**config.mk**
```make
export PLATFORM = sky130hd
export DESIGN_NAME = precomp_gt
export DESIGN_NICKNAME = d
export VERILOG_FILES = /design/src/rtl/precomp_gt.sv
export SDC_FILE = /design/constraint.sdc
export NUM_CORES = 1
export LEC_CHECK = 0
export ABC_AREA = 0
export BUFFER_PORTS_ARGS = -buffer_cell sky130_fd_sc_hd__buf_2
export CAP_MARGIN = 20
export CORE_MARGIN = 2
export CORE_UTILIZATION = 40
export DETAILED_ROUTE_END_ITERATION = 8
export GPL_TIMING_DRIVEN = 1
export PLACE_DENSITY_LB_ADDON = 0.3
export RECOVER_POWER = 50
export SETUP_SLACK_MARGIN = 0.2
export SYNTH_ARGS = -nofsm -noshare
export SYNTH_HDL_FRONTEND = slang
export SYNTH_SLANG_ARGS = --single-unit
```
**constraint.sdc**
```tcl
create_clock -name clk -period 1.8 [get_ports clk]
set_input_delay 0.27 -clock clk [delete_from_list [all_inputs] [get_ports clk]]
set_output_delay 0.27 -clock clk [all_outputs]
set_load 0.03 [all_outputs]
```
**src/rtl/precomp_gt.sv**
```systemverilog
module precomp_gt #(
  parameter int W = 8
) (
  input  logic         clk,
  input  logic         rst_n,
  input  logic         in_valid,
  input  logic [W-1:0] a_in,
  input  logic [W-1:0] b_in,
  output logic         out_valid,
  output logic         a_gt_b,
  output logic         full_cmp
);
  localparam int LW = W - 1;

  logic          msb_a_q, msb_b_q, vld_q;
  logic [LW-1:0] lo_a_q, lo_b_q;

  wire msb_eq_in = (a_in[W-1] == b_in[W-1]);
  wire lo_load   = in_valid && msb_eq_in;

  always_ff @(posedge clk or negedge rst_n) begin
    if (!rst_n) begin
      msb_a_q <= 1'b0;
      msb_b_q <= 1'b0;
      vld_q   <= 1'b0;
    end else begin
      msb_a_q <= a_in[W-1];
      msb_b_q <= b_in[W-1];
      vld_q   <= in_valid;
    end
  end

  always_ff @(posedge clk or negedge rst_n) begin
    if (!rst_n) begin
      lo_a_q <= '0;
      lo_b_q <= '0;
    end else if (lo_load) begin
      lo_a_q <= a_in[LW-1:0];
      lo_b_q <= b_in[LW-1:0];
    end
  end

  wire msb_eq_q = (msb_a_q == msb_b_q);
  wire full_gt  = (lo_a_q > lo_b_q);
  wire pick     = msb_eq_q ? full_gt : msb_a_q;

  assign out_valid = vld_q;
  assign a_gt_b    = vld_q & pick;
  assign full_cmp  = vld_q & msb_eq_q;
endmodule

```
==> metrics.yaml, run 1 <==
grt_pass1_vias: 598
h-tree-depth: 1
synth_top_family_by_area: "multiplexers"
drive_gt1_share_pct: 57.6
ioPinCount: 22
grt_pass1_wl_um: 2590
ir_worst_vdd_uv: 686
end_kind: "output pin"
critPathRequiredTime_ps: 1530
rsz0062_at_grt: "true"
muxShareOfSynthArea_pct: 22.4
power_uw: 1260
crit_buf_inv: 2
avgRoutedWirePerCell_um: 13.2
insertion_delay_ps: 280
dpl.hpwl_um: 1120
drt_wl_total_um: 1660
path_class: "reg2out"
use_met3_pct: 2.68
grt_max_degree: 18
worst_slew_pin_slew_ps: 867
synthSimpleGateAreaFrac_pct: 5.18
power_density_mw_per_mm2: 1040
ant_nets: 0
hold_viol_final: 0
max_freq_mhz: 484
crit_family: "compound AO/OA/AOI/OAI gates"
crit_arrival_ps: 1790
cts.path.max_buffers: 2
holdPathStages: 1
p_leak_uw: 0.000585
antenna_found_initial: 0
grt_usage_pct: 14.5
yosysSeqAreaShare_pct: 48.9
ys_types: 21
ys_ff_latch: 17
drv_slew: 0
yosys_warnings: 0
synth-xor-area-share_pct: 2.01
dp_cells: 114
synth_nets: 93
hp-class: "in2reg"
core_area_sq_mm: 0.00200
layout.cells.most_common: "dfrtp_1"
fin_skew_ps: 0
clock-root-buffer: "clkbuf_4"
grt.met1_usage_pct: 16.2
violations: "negative setup slack"
slowest_delay_ps: 410
fp.dieW_um: 50.6
layout_common_cells: "17 x dfrtp_1, 16 x buf_2, 10 x mux2_4"
rows: 16
initialDrtViolationCount: 2
port_buffers: 21
instances_no_fill: 126
path_cells: "inv_2 > ha_4 > a21oi_4 > o21ai_4 > a2111oi_4 > nor4_4 > buf_6"
avgSynthCellArea_sq_um: 13.0
min_period_ps: 2060
clk_pin_slew_ps: 90
area_growth_pct: 40.4
maxCapViolCount: 0
grt_util_met2_pct: 25.0
setup_tns_ps: -265
cts.sinks: 17
critPathLaunchType: "flip-flop"
cts_tree: "done"
gp_congestion: 0.706
preCtsSetupSlack_ps: -114
drc: 0
r2r_cells: 2
synth_compound_area_share_pct: 6.19
grt.overflow.total: 0
dieHeight_um: 50.6
vias_per_cell: 4.71
antenna_cells: 0
critPathSlowestCell: "dfrtp_1"
die_area_sq_mm: 0.00256
cp_max_fo: 3
cts_made_buffers: 3
synthAdderAreaFrac_pct: 10.1
firstDrtPassIters: 3
setup_viol: 1
post-route-period-util_pct: 115
vias: 594
busiest_layer: "met2"
start_util_pct: 43.4
status: "finished, violations left"
max-slew-margin-rel_pct: 42.2
postLayoutSetupSlackWorst_ps: -265
synthCells: 67
crit_cells: 7
syn_area_sq_um: 870
nets: 126
cells in the mapped netlist:
cell type | number | area share [%]
mux2_4 | 10 | 17
nor2b_1 | 1 | 0.72
nor4_1 | 1 | 0.72
ha_1 | 7 | 10
nand2_1 | 2 | 0.86
o21ai_0 | 1 | 0.57
dfrtp_1 | 17 | 49
mux2_2 | 4 | 5.2
inv_1 | 9 | 3.9
a211oi_1 | 2 | 1.7
nor2_1 | 2 | 0.86
buf_6 | 1 | 1.3
nand4_1 | 1 | 0.72
a2111oi_0 | 1 | 1.0
nand3_1 | 1 | 0.57
o21bai_1 | 1 | 0.86
xnor2_1 | 1 | 1.0
o21a_1 | 1 | 0.86
nand2_2 | 1 | 0.72
a21oi_1 | 2 | 1.2
xor2_1 | 1 | 1.0
power by group:
| part | internal (uW) | leakage [uW] | total (uW) | switching (uW) |
|---|---|---|---|---|
| Clock | 85.9 | 0.0000150 | 196 | 111 |
| Sequential | 447 | 0.000199 | 496 | 48.4 |
| Combinational | 323 | 0.000371 | 573 | 250 |
| Total | 856 | 0.000585 | 1260 | 409 |
worst register-to-register path: stages, from the launching register on:
cell	delay (ps)
dfrtp_1	430
buf_4	150
mux2_4	240
layer usage:
layer,wire (um),up-vias
met5,0,-
met4,13,0
met3,51,2
met2,881,10
met1,715,288
li1,-,294
path summary, 6_finish.rpt:
path,start,to,slack [ps]
worst max-delay path,lo_b_q[4],a_gt_b,-260
worst min-delay path,in_valid,out_valid,120
worst max register to register,lo_a_q[5],lo_a_q[5],870
worst min register to register,lo_b_q[2],lo_b_q[2],510
max in group asynchronous,rst_n,lo_a_q[5],660
min in group asynchronous,rst_n,lo_b_q[3],610
cell type report:
cell class | count | area [sq um]
Tap cell | 27 | 33.8
Inverter | 9 | 33.8
Timing Repair Buffer | 29 | 169
Multi-Input combinational cell | 40 | 533
Clock buffer | 4 | 26.3
Sequential cell | 17 | 425
Fill cell | 181 | 781
registers in the layout (all words and copies together) (netlist names):
name       count
out_valid      1
msb_b_q        1
msb_a_q        1
lo_a_q         7
lo_b_q         7
cell families after synthesis:
| family | count (synthesis) |
|---|---|
| xor gates and xnor gates | 2 |
| muxes | 14 |
| AOI/OAI and AO/OA | 8 |
| buffers and inverters | 10 |
| and+or+nand+nor | 9 |
| DFF | 17 |
| adders and majority gates | 7 |
metrics by stage:
step                      util [%]  hold WS (ps)  cell area, sq um
after detailed placement      52.5           210              1050
final                         61.0           116              1220
after CTS                     55.4          91.3              1110
after global placement        52.5           205              1050
after floorplan                  -         -25.6               923
after global routing          61.0          95.3              1220
repair_timing:
item,in CTS,in global routing
buffers inserted,2,5
hold buffers,1,0
setup endpoints to repair,1,1
pin swaps,3,7
hold endpoints to repair,17,0
resized for setup,2,14
(Power assumes the default switching activity.)
==> run 2, diff against run 1 <==
--- a/config.mk
+++ b/config.mk
@@ -9,7 +9,7 @@
 export BUFFER_PORTS_ARGS = -buffer_cell sky130_fd_sc_hd__buf_2
 export CAP_MARGIN = 20
 export CORE_MARGIN = 2
-export CORE_UTILIZATION = 40
+export CORE_UTILIZATION = 50
 export DETAILED_ROUTE_END_ITERATION = 8
 export GPL_TIMING_DRIVEN = 1
 export PLACE_DENSITY_LB_ADDON = 0.3
==> run 2 against run 1 <==
The run still ends with negative setup slack left. Clock-buffer cell count is 1 lower. First-iteration DRC count is 50% higher. Clock power is 3% higher. Final cell count is 9.5% lower. Critical path type unchanged. Largest power group unchanged.
==> metrics.yaml, run 2 (same netlist as run 1, synthesis figures left out) <==
worst_slew_pin_slew_ps: 898  # was 867 ps
power_density_mw_per_mm2: 1050  # was 1040 mW/mm^2
core_area_sq_mm: 0.00169  # was 0.00200 sq mm
cp_max_fo: 2  # was 3
antenna_cells: 0  # unchanged
postLayoutSetupSlackWorst_ps: -350  # was -265 ps
crit_top_cell: "buf_4"
hp-class: "in2reg"  # unchanged
maxCapViolCount: 0  # unchanged
timing.rr.start: "lo_b_q[5]"  # was lo_a_q[5]
holdWs_ps: 111  # was 116 ps
start_util_pct: 51.5  # was 43.4%
grt_pass1_wl_um: 2320  # was 2590 um
status: "finished, violations left"  # unchanged
cts.path.max_buffers: 2  # unchanged
critPathRequiredTime_ps: 1530  # about the same
critPathLaunch: "lo_b_q[4]"  # unchanged
violations: "negative setup slack"  # unchanged
grt.overflow.total: 0  # unchanged
setup_viol: 1  # unchanged
nets: 124  # was 126
drc: 0  # unchanged
area_growth_pct: 37.4  # was 40.4%
fp.dieW_um: 45.7  # was 50.6 um
ir_worst_vdd_uv: 601  # was 686 uV
crit_arrival_ps: 1880  # was 1790 ps
initialDrtViolationCount: 3  # was 2
ioPinCount: 22  # unchanged
drive_gt1_share_pct: 56.7  # was 57.6%
crit_end: "a_gt_b"  # unchanged
rows: 15  # was 16
path_cells: "inv_1 > ha_4 > buf_4 > nand4_1 > a211oi_2 > o21bai_4 > nor4_4 > buf_4"  # was inv_2 > ha_4 > a21oi_4 > o21ai_4 > a2111oi_4 > nor4_4 > buf_6
insertion_delay_ps: 280  # about the same
fin_util_pct: 70.7  # was 61.0%
post-route-period-util_pct: 119  # was 115%
grt_usage_pct: 15.9  # was 14.5%
clock-root-buffer: "clkbuf_4"  # unchanged
fillers: 124  # was 181
max_freq_mhz: 465  # was 484 MHz
r2r_setup_slack_ps: 810  # was 870 ps
firstDrtPassIters: 4  # was 3
power_uw: 1250  # was 1260 uW
critPathSlowestCell: "dfrtp_1"  # unchanged
die_area_sq_mm: 0.00209  # was 0.00256 sq mm
dpl.hpwl_um: 1070  # was 1120 um
cts.sinks: 17  # unchanged
min_period_ps: 2150  # was 2060 ps
cts_tree: "done"  # unchanged
dieHeight_um: 45.7  # was 50.6 um
path_class: "reg2out"  # unchanged
critPathLaunchType: "flip-flop"  # unchanged
drt_wl_total_um: 1580  # was 1660 um
drv_slew: 0  # unchanged
hold_viol_final: 0  # unchanged
grt_max_degree: 18  # unchanged
slowest_delay_ps: 390  # was 410 ps
cts_made_buffers: 3  # unchanged
gp_congestion: 0.695  # was 0.706
vias: 598  # was 594
fin_skew_ps: 0  # unchanged
end_kind: "output pin"  # unchanged
grt_pass1_vias: 551  # was 598
antenna_found_initial: 0  # unchanged
rsz0062_at_grt: "true"  # unchanged
largest_registers: "lo_a_q x7, lo_b_q x7"  # unchanged
ant_nets: 0  # unchanged
timing.rr.end: "lo_b_q[5]"  # was lo_a_q[5]
max-slew-margin-rel_pct: 40.1  # was 42.2%
clk_pin_slew_ps: 100  # was 90 ps
vias_per_cell: 5.25  # was 4.71
port_buffers: 21  # unchanged
r2r_cells: 3  # was 2
p_leak_uw: 0.000580  # was 0.000585 uW
h-tree-depth: 1  # unchanged
layout_common_cells: "16 x buf_2, 16 x dfrtp_1, 10 x mux2_4"  # was 17 x dfrtp_1, 16 x buf_2, 10 x mux2_4
avgRoutedWirePerCell_um: 13.8  # was 13.2 um
run 2: cell type report:
type | instances | area [sq um] | share of cell area (%)
Tap cell | 17 | 21.3 | 1.78
Clock buffer | 3 | 22.5 | 1.88
Inverter | 9 | 33.8 | 2.83
Sequential cell | 17 | 427 | 35.7
Multi-Input combinational cell | 40 | 536 | 44.8
Timing Repair Buffer | 27 | 150 | 12.6
Clock inverter | 1 | 5.00 | 0.419
run 2: worst min-delay path by stage:
| stage | cells after the start | startpoint | endpoint |
|---|---|---|---|
| after floorplan | 0 | rst_n | lo_a_q[0] |
| after global routing | 1 | b_in[7] | msb_b_q |
| final | 1 | a_in[7] | msb_a_q |
| after global placement | 1 | rst_n | lo_b_q[0] |
| after CTS | 1 | in_valid | out_valid |
| after detailed placement | 1 | rst_n | lo_b_q[0] |
run 2: power by group:
part | switching (uW) | leakage, uW | internal [uW]
combinational | 252 | 0.000364 | 309
sequential | 46.0 | 0.000198 | 447
clock | 118 | 0.0000177 | 82.4
run 2: stage by stage:
stage / area (sq um) / setup WS [ps] / instances / setup TNS, ps
CTS: 1120 / -397 / 112 / -397
floorplan: 923 / 62.1 / 67 / 0
global placement: 1060 / -68.8 / 107 / -68.8
detailed placement: 1060 / -121 / 107 / -121
finish: 1190 / -350 / 114 / -350
global route: 1190 / -421 / 114 / -421
run 2: layer usage:
layer	up-vias	track usage (%)	wire [um]
li1	290	-	-
met1	290	21.8	707
met2	16	24.8	787
met3	2	3.57	76
met4	0	5.14	4
met5	-	0	0
run 2: repair_timing:
item	CTS	global route
pin swaps	3	6
hold endpoints to repair	17	0
buffers inserted	0	2
hold buffers	1	0
resized for setup	3	12
endpoints found under the setup margin	1	1
run 2: critical path: cells and delay by family (launching register included):
family,cells,cell delay (ps)
DFF,1,390
and+or+nand+nor,2,310
adders and majority gates,1,210
buffers and inverters,3,420
AOI/OAI and AO/OA,2,250
